--- src/rtl/spi_regport_pkg.sv ---
package spi_regport_pkg;

  typedef enum logic [2:0] {
    ST_IDLE,
    ST_WAIT,
    ST_HDR,
    ST_DATA,
    ST_HOLD
  } rp_state_e;

  localparam int unsigned HDR_RD_BIT    = 7;
  localparam int unsigned HDR_BURST_BIT = 6;

endpackage

--- src/rtl/spi_regport_sync.sv ---
module spi_regport_sync #(
  parameter int unsigned WIDTH   = 3,
  parameter int unsigned STAGES  = 2,
  parameter logic [WIDTH-1:0] RST_VAL = '0
) (
  input  logic             clk,
  input  logic             rst_n,
  input  logic [WIDTH-1:0] async_in,
  output logic [WIDTH-1:0] sync_out
);

  logic [WIDTH-1:0][STAGES-1:0] chain_q;

  generate
    for (genvar g = 0; g < WIDTH; g++) begin : g_bit
      always_ff @(posedge clk or negedge rst_n) begin
        if (!rst_n) begin
          chain_q[g] <= {STAGES{RST_VAL[g]}};
        end else begin
          chain_q[g] <= {chain_q[g][STAGES-2:0], async_in[g]};
        end
      end
      assign sync_out[g] = chain_q[g][STAGES-1];
    end
  endgenerate

endmodule

--- src/rtl/spi_regport_edge.sv ---
module spi_regport_edge (
  input  logic clk,
  input  logic rst_n,
  input  logic level_in,
  output logic rise,
  output logic fall
);

  logic prev_q;

  always_ff @(posedge clk or negedge rst_n) begin
    if (!rst_n) begin
      prev_q <= 1'b0;
    end else begin
      prev_q <= level_in;
    end
  end

  assign rise = level_in & ~prev_q;
  assign fall = ~level_in & prev_q;

endmodule

--- src/rtl/spi_regport_rxshift.sv ---
module spi_regport_rxshift #(
  parameter int unsigned DATA_W = 8,
  localparam int unsigned CNT_W = $clog2(DATA_W)
) (
  input  logic              clk,
  input  logic              rst_n,
  input  logic              enable,
  input  logic              sample,
  input  logic              din,
  output logic [DATA_W-1:0] byte_out,
  output logic              byte_done,
  output logic [CNT_W-1:0]  bit_cnt
);

  localparam logic [CNT_W-1:0] LAST_BIT = CNT_W'(DATA_W - 1);

  logic [DATA_W-1:0] shift_q, shift_d;
  logic [DATA_W-1:0] byte_q, byte_d;
  logic [CNT_W-1:0]  cnt_q, cnt_d;
  logic              done_q, done_d;

  always_comb begin
    shift_d = shift_q;
    byte_d  = byte_q;
    cnt_d   = cnt_q;
    done_d  = 1'b0;
    if (!enable) begin
      cnt_d = '0;
    end else if (sample) begin
      shift_d = {shift_q[DATA_W-2:0], din};
      cnt_d   = cnt_q + 1'b1;
      if (cnt_q == LAST_BIT) begin
        byte_d = {shift_q[DATA_W-2:0], din};
        done_d = 1'b1;
      end
    end
  end

  always_ff @(posedge clk or negedge rst_n) begin
    if (!rst_n) begin
      shift_q <= '0;
      byte_q  <= '0;
      cnt_q   <= '0;
      done_q  <= 1'b0;
    end else begin
      shift_q <= shift_d;
      byte_q  <= byte_d;
      cnt_q   <= cnt_d;
      done_q  <= done_d;
    end
  end

  assign byte_out  = byte_q;
  assign byte_done = done_q;
  assign bit_cnt   = cnt_q;

endmodule

--- src/rtl/spi_regport_txshift.sv ---
module spi_regport_txshift #(
  parameter int unsigned DATA_W = 8
) (
  input  logic              clk,
  input  logic              rst_n,
  input  logic              load,
  input  logic [DATA_W-1:0] load_val,
  input  logic              shift,
  output logic              msb
);

  logic [DATA_W-1:0] sh_q, sh_d;

  always_comb begin
    sh_d = sh_q;
    if (load) begin
      sh_d = load_val;
    end else if (shift) begin
      sh_d = {sh_q[DATA_W-2:0], 1'b1};
    end
  end

  always_ff @(posedge clk or negedge rst_n) begin
    if (!rst_n) begin
      sh_q <= '1;
    end else begin
      sh_q <= sh_d;
    end
  end

  assign msb = sh_q[DATA_W-1];

endmodule

--- src/rtl/spi_regport_ctrl.sv ---
module spi_regport_ctrl
  import spi_regport_pkg::*;
#(
  parameter int unsigned DATA_W = 8,
  localparam int unsigned ADDR_W = DATA_W - 2,
  localparam int unsigned CNT_W  = $clog2(DATA_W)
) (
  input  logic              clk,
  input  logic              rst_n,
  input  logic              csn_s,
  input  logic              core_ready,
  input  logic [DATA_W-2:0] core_status,
  input  logic              byte_done,
  input  logic [DATA_W-1:0] rx_byte,
  input  logic [CNT_W-1:0]  bit_cnt,
  input  logic              sclk_fall,
  input  logic [DATA_W-1:0] reg_rdata,
  output logic              shift_en,
  output logic              tx_load,
  output logic [DATA_W-1:0] tx_val,
  output logic              tx_shift,
  output logic              force_high,
  output logic              drive,
  output logic              burst,
  output logic [ADDR_W-1:0] reg_addr,
  output logic [DATA_W-1:0] reg_wdata,
  output logic              reg_we
);

  rp_state_e         state_q, state_d;
  logic [ADDR_W-1:0] addr_q, addr_d;
  logic              rd_q, rd_d;
  logic              burst_q, burst_d;
  logic [DATA_W-1:0] status_byte;
  logic              active;

  assign status_byte = {1'b0, core_status};
  assign active = (state_q == ST_HDR) || (state_q == ST_DATA) || (state_q == ST_HOLD);

  always_comb begin
    state_d  = state_q;
    addr_d   = addr_q;
    rd_d     = rd_q;
    burst_d  = burst_q;
    tx_load  = 1'b0;
    tx_shift = 1'b0;
    tx_val   = status_byte;

    unique case (state_q)
      ST_IDLE: begin
        if (!csn_s) state_d = ST_WAIT;
      end
      ST_WAIT: begin
        if (core_ready) begin
          state_d = ST_HDR;
          tx_load = 1'b1;
        end
      end
      ST_HDR: begin
        if (byte_done) begin
          rd_d    = rx_byte[HDR_RD_BIT];
          burst_d = rx_byte[HDR_BURST_BIT];
          addr_d  = rx_byte[ADDR_W-1:0];
          state_d = ST_DATA;
        end
      end
      ST_DATA: begin
        if (byte_done) begin
          if (burst_q) begin
            addr_d = addr_q + 1'b1;
          end else begin
            state_d = ST_HOLD;
          end
        end
      end
      ST_HOLD: begin
        state_d = ST_HOLD;
      end
      default: state_d = ST_IDLE;
    endcase

    if (active && sclk_fall) begin
      if (bit_cnt == '0) begin
        tx_load = 1'b1;
        tx_val  = ((state_q == ST_DATA) && rd_q) ? reg_rdata : status_byte;
      end else begin
        tx_shift = 1'b1;
      end
    end

    if (csn_s) state_d = ST_IDLE;
  end

  always_ff @(posedge clk or negedge rst_n) begin
    if (!rst_n) begin
      state_q <= ST_IDLE;
      addr_q  <= '0;
      rd_q    <= 1'b0;
      burst_q <= 1'b0;
    end else begin
      state_q <= state_d;
      addr_q  <= addr_d;
      rd_q    <= rd_d;
      burst_q <= burst_d;
    end
  end

  assign shift_en   = active;
  assign force_high = (state_q == ST_WAIT);
  assign drive      = (state_q != ST_IDLE);
  assign burst      = burst_q;
  assign reg_addr   = addr_q;
  assign reg_wdata  = rx_byte;
  assign reg_we     = (state_q == ST_DATA) && byte_done && !rd_q;

endmodule

--- src/rtl/spi_regport_slave.sv ---
module spi_regport_slave #(
  parameter int unsigned DATA_W      = 8,
  parameter int unsigned SYNC_STAGES = 2,
  localparam int unsigned ADDR_W = DATA_W - 2,
  localparam int unsigned CNT_W  = $clog2(DATA_W)
) (
  input  logic              clk,
  input  logic              rst_n,
  input  logic              spi_sclk,
  input  logic              spi_csn,
  input  logic              spi_mosi,
  output logic              spi_miso,
  output logic              spi_miso_oe,
  input  logic              core_ready,
  input  logic [DATA_W-2:0] core_status,
  output logic [ADDR_W-1:0] reg_addr,
  output logic [DATA_W-1:0] reg_wdata,
  output logic              reg_we,
  input  logic [DATA_W-1:0] reg_rdata
);

  logic [1:0]        rst_pipe_q;
  logic              rst_core_n;
  logic [2:0]        pins_s;
  logic              csn_s, sclk_s, mosi_s;
  logic              sclk_rise, sclk_fall;
  logic              shift_en, byte_done;
  logic [DATA_W-1:0] rx_byte;
  logic [CNT_W-1:0]  bit_cnt;
  logic              tx_load, tx_shift, tx_msb;
  logic [DATA_W-1:0] tx_val;
  logic              force_high, drive, burst_w;

  always_ff @(posedge clk or negedge rst_n) begin
    if (!rst_n) begin
      rst_pipe_q <= '0;
    end else begin
      rst_pipe_q <= {rst_pipe_q[0], 1'b1};
    end
  end
  assign rst_core_n = rst_pipe_q[1];

  spi_regport_sync #(
    .WIDTH  (3),
    .STAGES (SYNC_STAGES),
    .RST_VAL(3'b100)
  ) u_sync (
    .clk     (clk),
    .rst_n   (rst_core_n),
    .async_in({spi_csn, spi_sclk, spi_mosi}),
    .sync_out(pins_s)
  );
  assign csn_s  = pins_s[2];
  assign sclk_s = pins_s[1];
  assign mosi_s = pins_s[0];

  spi_regport_edge u_edge (
    .clk     (clk),
    .rst_n   (rst_core_n),
    .level_in(sclk_s),
    .rise    (sclk_rise),
    .fall    (sclk_fall)
  );

  spi_regport_rxshift #(.DATA_W(DATA_W)) u_rx (
    .clk      (clk),
    .rst_n    (rst_core_n),
    .enable   (shift_en),
    .sample   (sclk_rise),
    .din      (mosi_s),
    .byte_out (rx_byte),
    .byte_done(byte_done),
    .bit_cnt  (bit_cnt)
  );

  spi_regport_ctrl #(.DATA_W(DATA_W)) u_ctrl (
    .clk        (clk),
    .rst_n      (rst_core_n),
    .csn_s      (csn_s),
    .core_ready (core_ready),
    .core_status(core_status),
    .byte_done  (byte_done),
    .rx_byte    (rx_byte),
    .bit_cnt    (bit_cnt),
    .sclk_fall  (sclk_fall),
    .reg_rdata  (reg_rdata),
    .shift_en   (shift_en),
    .tx_load    (tx_load),
    .tx_val     (tx_val),
    .tx_shift   (tx_shift),
    .force_high (force_high),
    .drive      (drive),
    .burst      (burst_w),
    .reg_addr   (reg_addr),
    .reg_wdata  (reg_wdata),
    .reg_we     (reg_we)
  );

  spi_regport_txshift #(.DATA_W(DATA_W)) u_tx (
    .clk     (clk),
    .rst_n   (rst_core_n),
    .load    (tx_load),
    .load_val(tx_val),
    .shift   (tx_shift),
    .msb     (tx_msb)
  );

  assign spi_miso    = force_high | tx_msb;
  assign spi_miso_oe = drive;

endmodule

--- config.mk ---
export PLATFORM = sky130hd
export DESIGN_NAME = spi_regport_slave
export DESIGN_NICKNAME = d
export VERILOG_FILES = /design/src/rtl/spi_regport_pkg.sv /design/src/rtl/spi_regport_sync.sv /design/src/rtl/spi_regport_edge.sv /design/src/rtl/spi_regport_rxshift.sv /design/src/rtl/spi_regport_txshift.sv /design/src/rtl/spi_regport_ctrl.sv /design/src/rtl/spi_regport_slave.sv
export SDC_FILE = /design/constraint.sdc
export NUM_CORES = 1
export LEC_CHECK = 0
export ABC_AREA = 1
export CORE_MARGIN = 2
export CORE_UTILIZATION = 25
export CTS_CLUSTER_SIZE = 16
export DETAILED_ROUTE_END_ITERATION = 8
export GPL_TIMING_DRIVEN = 0
export PLACE_DENSITY = 0.52
export SYNTH_ARGS = -nofsm -noshare
export SYNTH_HDL_FRONTEND = slang
export SYNTH_HIERARCHICAL = 1
export SYNTH_SLANG_ARGS = --single-unit
--- constraint.sdc ---
create_clock -name clk -period 4.7 [get_ports clk]
set_clock_uncertainty 0.15 [all_clocks]
set_input_delay 1.41 -clock clk [delete_from_list [all_inputs] [get_ports clk]]
set_output_delay 1.41 -clock clk [all_outputs]
set_load 0.02 [all_outputs]
==> impl_metrics.env, run 1 <==
export IMPL_ys_flop_type="dfrtp_1"
export IMPL_r2r_end="u_tx/sh_q[0]"
export IMPL_cp_end_kind="output pin"
export IMPL_cp_start_kind="flop"
export IMPL_ys_ff_latch=47
export IMPL_path_max_fanout=7
export IMPL_cts_max_level=2
export IMPL_dp_hpwl_mm=3.65
export IMPL_wire_per_inst_um=10.8
export IMPL_synth_fp_nets=306
export IMPL_r2r_cells=10
export IMPL_layout_cell_area_non_filler_um2=2970
export IMPL_dieArea_um2=10200
export IMPL_reg2reg_slack_ns=2.75
export IMPL_fin_tns_setup_ns=0
export IMPL_synthCells=282
export IMPL_syn_mean_instance_area_um2=8.38
export IMPL_drive_above_1_share_pct=14.3
export IMPL_dp_cells=431
export IMPL_crit_family="buffers and inverters"
export IMPL_whs_ns=-0.00725
export IMPL_rsz0062_at_grt="no"
export IMPL_drc=0
export IMPL_slew_viol_final=0
export IMPL_synth_xor_area_share_pct=1.11
export IMPL_maxCapViolCount=0
export IMPL_syn_area_um2=2360
export IMPL_nets=351
export IMPL_grt_max_degree=36
export IMPL_netlist_area_leader_share_pct=39.2
export IMPL_drt_total_wl_mm=4.74
export IMPL_critPathBufInv=2
export IMPL_via_count=1886
export IMPL_cp_slowest_cell="clkdlybuf4s50_1"
export IMPL_synth_top_family_by_area="simple AND/OR/NAND/NOR gates"
export IMPL_place_area_um2=2890
export IMPL_ir_drop_uv=131
export IMPL_clock_fmax_ghz=0.291
export IMPL_path_clk_slew_ns=0.08
export IMPL_clock_sinks=47
export IMPL_clockBufferDepth=2
export IMPL_first_pass_iters=4
export IMPL_synth_fa_ha_area_share_pct=1.59
export IMPL_synth_compound_area_share_pct=3.23
export IMPL_violations="hold timing"
export IMPL_antenna_left=0
export IMPL_insertion_delay_ns=0.29
export IMPL_cts_root_buf="clkbuf_8"
export IMPL_row_count=35
export IMPL_ctsResizeCount=0
export IMPL_yosysTopAreaCell="dfrtp_1"
export IMPL_layout_min_cycle_time_ns=3.44
export IMPL_floorplan_initialDensity_pct=25.7
export IMPL_powerDensity_nw_per_um2=370
export IMPL_gr_usage_all_layers_pct=9.93
export IMPL_worst_ep_required_time_ns=3.14
export IMPL_cpPeakStageDelay_ns=0.65
export IMPL_synth_simple_gate_area_share_pct=33.8
export IMPL_path_cells="inv_1 -> nand3_4 -> nor3_1 -> clkdlybuf4s50_1"
export IMPL_synthMuxAreaShare_pct=0
export IMPL_hold_viol=9
export IMPL_hp_class="flop to asynchronous set/reset pin"
export IMPL_status="finished, violations left"
export IMPL_synth_edf_count=0
export IMPL_place_gp_congestion=0.778
export IMPL_setup_viol=0
export IMPL_die_w_um=101
export IMPL_io_buffers=37
export IMPL_fp_dieH_um=101
export IMPL_finalNonFillerCells=439
export IMPL_yosysMostFrequentCell="nand2_1"
export IMPL_grt_first_pass_wirelength_mm=8.31
export IMPL_ios=38
export IMPL_cts_buffers=5
export IMPL_drtIter0Drc=96
export IMPL_post_cts_buffers=0
export IMPL_core_um2=9200
export IMPL_fin_crit_sh_pct=73.2
export IMPL_cts_tree="done"
export IMPL_yosysSeqAreaShare_pct=50.3
export IMPL_timing_rr_start="u_sync/sync_out[1]"
export IMPL_path_class="flop to output pin"
export IMPL_worstPathArrival_ns=1.88
export IMPL_netlist_top_cells_count="106 x nand2_1, 37 x dfrtp_1, 21 x nand3_1, 20 x inv_1, 19 x nor2_1"
export IMPL_yosys_warnings=6
export IMPL_postSynth_asyncResetShare_pct=100
export IMPL_grt_overflow_total=0
export IMPL_synth_area_top_cells="dfrtp_1 39%, nand2_1 17%, dfstp_2 11%, nand3_1 4.4%, nand4_1 4.0%"
export IMPL_diodes=0
export IMPL_p_leak_nw=1.46
export IMPL_synth_cell_types=31
export IMPL_grt_pass1_vias=1861
export IMPL_utilization_pct=32.3
export IMPL_area_growth_pct=25.8
export IMPL_avgViaCountPerCell=4.30
export IMPL_cts_hold_buf=0
export IMPL_antenna_found_initial=0
-- final cells by class --
| cell class | instances | area, µm² |
|---|---|---|
| plain buffers | 17 | 134 |
| clock buffers | 8 | 80.1 |
| fillers | 989 | 6220 |
| inverters | 25 | 97.6 |
| multi-input cells | 193 | 943 |
| flip-flops and latches | 47 | 1190 |
| well taps | 111 | 139 |
| repair buffers | 38 | 390 |
-- sequential cells by signal, indices dropped and copies added (netlist names) --
| signal | flops |
|---|---|
| u_rx/byte_out | 8 |
| u_tx/sh_q | 8 |
| u_rx/shift_q | 7 |
| u_ctrl/reg_addr | 6 |
| u_ctrl/state_q | 3 |
| u_rx/bit_cnt | 3 |
| u_sync/chain_q | 3 |
| u_sync/sync_out | 3 |
| rst_pipe_q | 2 |
| u_ctrl/burst | 1 |
| u_ctrl/rd_q | 1 |
| u_edge/prev_q | 1 |
| u_rx/byte_done | 1 |
-- layout by cell type, fill, tap and decap left out, drive strengths merged --
master and count:
buf 18, nand2 107, o211ai 1, o21ai 8, clkinv 2, nor2 21
dfstp 10, dfrtp 37, xnor2 3, a21oi 5, nor3b 1, clkbuf 8
ha 3, nand3b 1, nand3 23, clkdlybuf4s50 37, nand4 16, nor3 3
conb 1, inv 23
-- stage by stage --
stage	setup WS (ns)	total power, mW
2_1_floorplan	2.04	0.779
3_3_place_gp	1.58	0.871
3_5_place_dp	1.60	0.878
4_1_cts	1.26	1.12
5_1_grt	1.17	1.19
6_report	1.26	1.10
-- power breakdown --
| part | switching (mW) | total (mW) | internal (mW) |
|---|---|---|---|
| Clock | 0.127 | 0.233 | 0.106 |
| Sequential | 0.0526 | 0.542 | 0.489 |
| Combinational | 0.197 | 0.326 | 0.129 |
-- metal layers --
layer	GRT usage [%]	wire, µm	vias up	share of wire (%)
met5	0	0	-	0
met4	4.05	78	0	1.6
met3	1.24	96	5	2.0
met2	17.1	2310	18	49
met1	12.6	2250	883	47
li1	-	-	980	-
-- how the worst max path moves through the flow --
stage                            startpoint     end  depth (start not counted)
after floorplan           u_ctrl/state_q[2]  reg_we                          3
after global routing      u_ctrl/state_q[2]  reg_we                          4
after global placement    u_ctrl/state_q[2]  reg_we                          4
after detailed placement  u_ctrl/state_q[2]  reg_we                          4
final                     u_ctrl/state_q[2]  reg_we                          4
after CTS                 u_ctrl/state_q[2]  reg_we                          4
-- cell families (layout without fill, tap and decap cells) --
logic type               after synthesis  in the layout
AO/OA/AOI/OAI                         14             14
other                                  1              1
flip-flops                            47             47
buffers and inverters                 42             88
AND/OR/NAND/NOR                      172            172
adder cells (fa/ha/maj)                3              3
XOR/XNOR                               3              3
No activity file was read; power rests on OpenSTA's default activity.
==> run 2, diff against run 1 <==
--- a/config.mk
+++ b/config.mk
@@ -11,7 +11,7 @@
 export CTS_CLUSTER_SIZE = 16
 export DETAILED_ROUTE_END_ITERATION = 8
 export GPL_TIMING_DRIVEN = 0
-export PLACE_DENSITY = 0.52
+export PLACE_DENSITY = 0.54
 export SYNTH_ARGS = -nofsm -noshare
 export SYNTH_HDL_FRONTEND = slang
 export SYNTH_HIERARCHICAL = 1
==> constraint.sdc (replaced) <==
create_clock -name clk -period 3.05 [get_ports clk]
set_clock_uncertainty 0.15 [all_clocks]
set_input_delay 0.915 -clock clk [delete_from_list [all_inputs] [get_ports clk]]
set_output_delay 0.915 -clock clk [all_outputs]
set_load 0.02 [all_outputs]
==> run 2 against run 1 <==
The flow now finishes without violations; clock power is 73% higher; critical path depth unchanged; combinational power up 54%; wire length decreased by 0.76%; sequential cell count stayed put; global-route usage shrank 0.090 points.
==> impl_metrics.env, run 2 (synthesis gave the netlist of run 1 again) <==
export IMPL_die_w_um=101
export IMPL_dieArea_um2=10200
export IMPL_utilization_pct=32.6
export IMPL_fp_dieH_um=101
export IMPL_hold_viol=0
export IMPL_cts_hold_buf=0
export IMPL_path_max_fanout=7
export IMPL_grt_pass1_vias=1803
export IMPL_reg2reg_slack_ns=1.05
export IMPL_drive_above_1_share_pct=15.2
export IMPL_drtIter0Drc=109
export IMPL_final_cell_mix="106 x nand2_1, 37 x clkdlybuf4s50_1, 36 x dfrtp_1"
export IMPL_layout_min_cycle_time_ns=2.92
export IMPL_ios=38
export IMPL_slew_viol_final=0
export IMPL_core_um2=9200
export IMPL_antenna_left=0
export IMPL_insertion_delay_ns=0.29
export IMPL_via_count=1910
export IMPL_path_class="flop to output pin"
export IMPL_grt_overflow_total=0
export IMPL_drc=0
export IMPL_clockBufferDepth=2
export IMPL_clock_fmax_ghz=0.342
export IMPL_maxCapViolCount=0
export IMPL_io_buffers=37
export IMPL_p_leak_nw=1.47
export IMPL_ctsResizeCount=0
export IMPL_wire_per_inst_um=10.7
export IMPL_fin_tns_setup_ns=0
export IMPL_grt_first_pass_wirelength_mm=8.17
export IMPL_first_pass_iters=4
export IMPL_floorplan_initialDensity_pct=25.7
export IMPL_status="finished, final reports clean"
export IMPL_fin_crit_sh_pct=95.9
export IMPL_layout_commonest_cell="nand2_1"
export IMPL_diodes=0
export IMPL_row_count=35
export IMPL_cp_start_kind="flop"
export IMPL_nets=351
export IMPL_cts_buffers=5
export IMPL_gr_usage_all_layers_pct=9.84
export IMPL_ir_drop_uv=164
export IMPL_path_clk_slew_ns=0.09
export IMPL_cts_max_level=2
export IMPL_clock_sinks=47
export IMPL_grt_max_degree=27
export IMPL_place_gp_congestion=0.762
export IMPL_setup_viol=0
export IMPL_cts_root_buf="clkbuf_8"
export IMPL_post_cts_buffers=0
export IMPL_powerDensity_nw_per_um2=582
export IMPL_worstPathArrival_ns=1.86
export IMPL_area_growth_pct=26.8
export IMPL_dp_hpwl_mm=3.65
export IMPL_avgViaCountPerCell=4.35
export IMPL_antenna_found_initial=0
export IMPL_cts_tree="done"
export IMPL_worst_ep_required_time_ns=1.98
export IMPL_drt_total_wl_mm=4.70
export IMPL_cp_end_kind="output pin"
export IMPL_hp_class="flop to asynchronous set/reset pin"
export IMPL_rsz0062_at_grt="no"
[run 2: final cells by class]
type,instances,area (µm²)
Clock buffer,7,96.3
Inverter,25,97.6
Timing Repair Buffer,38,390
Multi-Input combinational cell,193,943
Sequential cell,47,1190
Clock inverter,1,7.51
Fill cell,972,6200
Tap cell,111,139
Buffer,17,134
[run 2: critical path, stage by stage (launching register included)]
cell             delay, ns
dfrtp_1               0.41
inv_1                 0.17
nand3_4               0.15
nor3_1                0.20
clkdlybuf4s50_1       0.64
[run 2: path summary, 6_finish.rpt]
kind | start | endpoint | cells past startpoint
min in group clk | u_sync/chain_q[2] | u_sync/sync_out[1] | 0
worst min-delay path | rst_pipe_q[1] | u_rx/bit_cnt[1] | 0
max in group asynchronous | rst_n | rst_pipe_q[1] | 1
worst max register to register | u_sync/sync_out[1] | u_tx/sh_q[5] | 10
worst max-delay path | u_ctrl/state_q[2] | reg_we | 4
worst min register to register | rst_pipe_q[1] | u_rx/bit_cnt[1] | 0
[run 2: power by group]
part / switching, mW / internal (mW) / total [mW]
clock network: 0.198 / 0.206 / 0.404
logic: 0.303 / 0.199 / 0.502
registers: 0.0843 / 0.754 / 0.838
[run 2: through the flow]
step | hold slack (ns) | cell area (µm²) | total power [mW] | setup WS (ns) | instances
3_5_place_dp | 0.0872 | 2890 | 1.36 | 0.447 | 431
2_1_floorplan | 0.181 | 2360 | 1.20 | 0.880 | 282
6_report | 0.0696 | 3000 | 1.74 | 0.126 | 439
3_3_place_gp | 0.182 | 2870 | 1.34 | 0.443 | 430
5_1_grt | 0.124 | 3000 | 1.88 | 0.0307 | 439
4_1_cts | 0.0937 | 3000 | 1.78 | 0.0999 | 439
[run 2: per-layer routing]
metal  GRT usage, %  vias to the layer above  share of wire, %
met5              0                        -                 0
met4           4.37                        0               1.6
met2           15.7                       32                49
met3           1.45                        5               3.2
li1               -                      980                 -
met1           13.2                      893                46
==> run 3, diff against run 2 <==
--- a/config.mk
+++ b/config.mk
@@ -7,11 +7,11 @@
 export LEC_CHECK = 0
 export ABC_AREA = 1
 export CORE_MARGIN = 2
-export CORE_UTILIZATION = 25
+export CORE_UTILIZATION = 30
 export CTS_CLUSTER_SIZE = 16
 export DETAILED_ROUTE_END_ITERATION = 8
 export GPL_TIMING_DRIVEN = 0
-export PLACE_DENSITY = 0.54
+export PLACE_DENSITY = 0.61
 export SYNTH_ARGS = -nofsm -noshare
 export SYNTH_HDL_FRONTEND = slang
 export SYNTH_HIERARCHICAL = 1
==> run 3 against run 2 <==
Core utilization increased by 6.1 points; clock-buffer cell count down 2; first-iteration DRC count grew 3.7%; power down 2.5%; sequential share of layout area increased by 0.28 points; via count up 0.21%; register-to-register slack better by 0.06 ns; combinational power up 1%; global-route usage is 1.5 points higher; critical endpoint unchanged; non-clock buffer count is 1 higher; critical path depth unchanged; final cell count down 1.8%.
==> impl_metrics.env, run 3 (synthesis gave the netlist of run 1 again) <==
export IMPL_rsz0062_at_grt="no"
export IMPL_worstSetupPathDepth=4
export IMPL_p_clk_share_pct=21.0
export IMPL_place_gp_congestion=0.761
export IMPL_nets=352
export IMPL_cts_max_level=2
export IMPL_cts_tree="done"
export IMPL_hp_class="flop to asynchronous set/reset pin"
export IMPL_worstPathArrival_ns=1.84
export IMPL_ios=38
export IMPL_io_buffers=37
export IMPL_drt_total_wl_mm=4.65
export IMPL_grt_overflow_total=0
export IMPL_fp_dieH_um=92.8
export IMPL_power_internal_mw=1.11
export IMPL_ctsResizeCount=0
export IMPL_layout_cell_area_non_filler_um2=2980
export IMPL_critPathCapture="reg_we"
export IMPL_grt_max_degree=41
export IMPL_worst_ep_required_time_ns=1.98
export IMPL_maxCapViolCount=0
export IMPL_via_count=1914
export IMPL_clock_fmax_ghz=0.344
export IMPL_grt_pass1_vias=1772
export IMPL_multi_input_area_um2=943
export IMPL_status="finished, final reports clean"
export IMPL_register_area_um2=1190
export IMPL_cts_buffers=5
export IMPL_clock_sinks=47
export IMPL_seqPwrFrac_pct=49.0
export IMPL_layout_min_cycle_time_ns=2.91
export IMPL_antenna_left=0
export IMPL_final_cell_mix="106 x nand2_1, 37 x clkdlybuf4s50_1, 36 x dfrtp_1"
export IMPL_area_growth_pct=25.9
export IMPL_reg2reg_slack_ns=1.11
export IMPL_swShare_pct=34.7
export IMPL_timing_rr_start="u_sync/sync_out[1]"
export IMPL_post_cts_buffers=0
export IMPL_diodes=0
export IMPL_path_max_fanout=7
export IMPL_dieArea_um2=8600
export IMPL_dp_slack_ns=0.458
export IMPL_powerDensity_nw_per_um2=571
export IMPL_slew_viol_final=0
export IMPL_row_count=32
export IMPL_whs_ns=0.0946
export IMPL_cpPeakStageDelay_ns=0.64
export IMPL_avgViaCountPerCell=4.44
export IMPL_place_area_um2=2880
export IMPL_setup_viol=0
export IMPL_cp_slowest_cell="clkdlybuf4s50_1"
export IMPL_insertion_delay_ns=0.30
export IMPL_p_leak_nw=1.47
export IMPL_layout_commonest_cell="nand2_1"
export IMPL_switchingPower_uw=590
export IMPL_cts_root_buf="clkbuf_8"
export IMPL_wire_per_inst_um=10.8
export IMPL_power_mw=1.70
export IMPL_core_um2=7690
export IMPL_crit_path_start="u_ctrl/state_q[2]"
export IMPL_path_class="flop to output pin"
export IMPL_cts_hold_buf=1
export IMPL_fillers=806
export IMPL_floorplan_initialDensity_pct=30.7
export IMPL_r2r_end="u_tx/sh_q[1]"
export IMPL_hold_viol=0
export IMPL_antenna_found_initial=0
export IMPL_critPathBufInv=2
export IMPL_drc=0
export IMPL_drive_above_1_share_pct=15.2
export IMPL_worst_slack_ns=0.140
export IMPL_clockBufferDepth=2
export IMPL_gr_usage_all_layers_pct=11.3
export IMPL_r2r_cells=10
export IMPL_fin_crit_sh_pct=95.4
export IMPL_die_w_um=92.8
export IMPL_path_cells="inv_1 -> nand3_4 -> nor3_1 -> clkdlybuf4s50_1"
export IMPL_first_pass_iters=4
export IMPL_grt_first_pass_wirelength_mm=7.87
export IMPL_drtIter0Drc=113
export IMPL_cp_start_kind="flop"
export IMPL_combPwrFrac_pct=29.9
export IMPL_path_clk_slew_ns=0.08
export IMPL_dp_hpwl_mm=3.48
export IMPL_cp_end_kind="output pin"
export IMPL_fin_tns_setup_ns=0
export IMPL_ir_drop_uv=173
export IMPL_crit_family="buffers and inverters"
==> run 3: cell count changes in the layout (fill, tap and decap cells not counted), sizes merged <==
cell         change
clkbuf           -2
clkinv           +3
clkinvlp         -1
dlygate4sd3      +1
==> run 3: worst reg2reg max path: cells and delay by family, from the launching register on <==
family                 cells  cell delay (ns)
AOI/OAI and AO/OA          2             0.44
buffers and inverters      4             0.47
and+or+nand+nor            4             0.45
DFF                        1             0.36
==> run 3: layout make-up <==
class | instances | share of cell area [%]
clock buffer | 5 | 2.31
sequential | 47 | 40.0
tap | 102 | 4.29
buffer | 17 | 4.50
timing repair buffer | 39 | 13.5
clock inverter | 3 | 0.504
inverter | 25 | 3.28
multi-input combinational | 193 | 31.7
==> run 3: power groups by stage <==
stage / sequential [mW] / combinational [mW] / clock [mW]
3_5_place_dp: 0.845 / 0.508 / 0
2_1_floorplan: 0.834 / 0.367 / 0
3_3_place_gp: 0.852 / 0.484 / 0
5_1_grt: 0.849 / 0.573 / 0.403
4_1_cts: 0.833 / 0.512 / 0.381
6_report: 0.834 / 0.509 / 0.358
==> run 3: worst min-delay path by stage <==
stage,from,to,slack [ns],cells past startpoint
final,rst_pipe_q[1],u_tx/sh_q[0],0.09,0
after global placement,u_sync/chain_q[0],u_sync/sync_out[0],0.18,0
after global routing,rst_pipe_q[1],u_tx/sh_q[0],0.11,0
after floorplan,rst_pipe_q[0],rst_pipe_q[1],0.18,0
after detailed placement,rst_pipe_q[1],u_sync/chain_q[2],-0.05,0
after CTS,rst_pipe_q[1],u_tx/sh_q[0],0.1,0
==> run 3: through the flow <==
stage / utilization, % / std cells
3_3_place_gp: 37.2 / 421
4_1_cts: 38.7 / 431
2_1_floorplan: - / 282
5_1_grt: 38.7 / 431
3_5_place_dp: 37.5 / 422
6_report: 38.7 / 431
==> run 3: per-layer routing <==
| layer | share of wire [%] | vias up | global-route usage [%] |
|---|---|---|---|
| li1 | - | 985 | - |
| met1 | 47 | 895 | 14.6 |
| met2 | 48 | 27 | 18.4 |
| met3 | 3.1 | 7 | 2.52 |
| met4 | 1.6 | 0 | 4.41 |
| met5 | 0 | - | 0 |
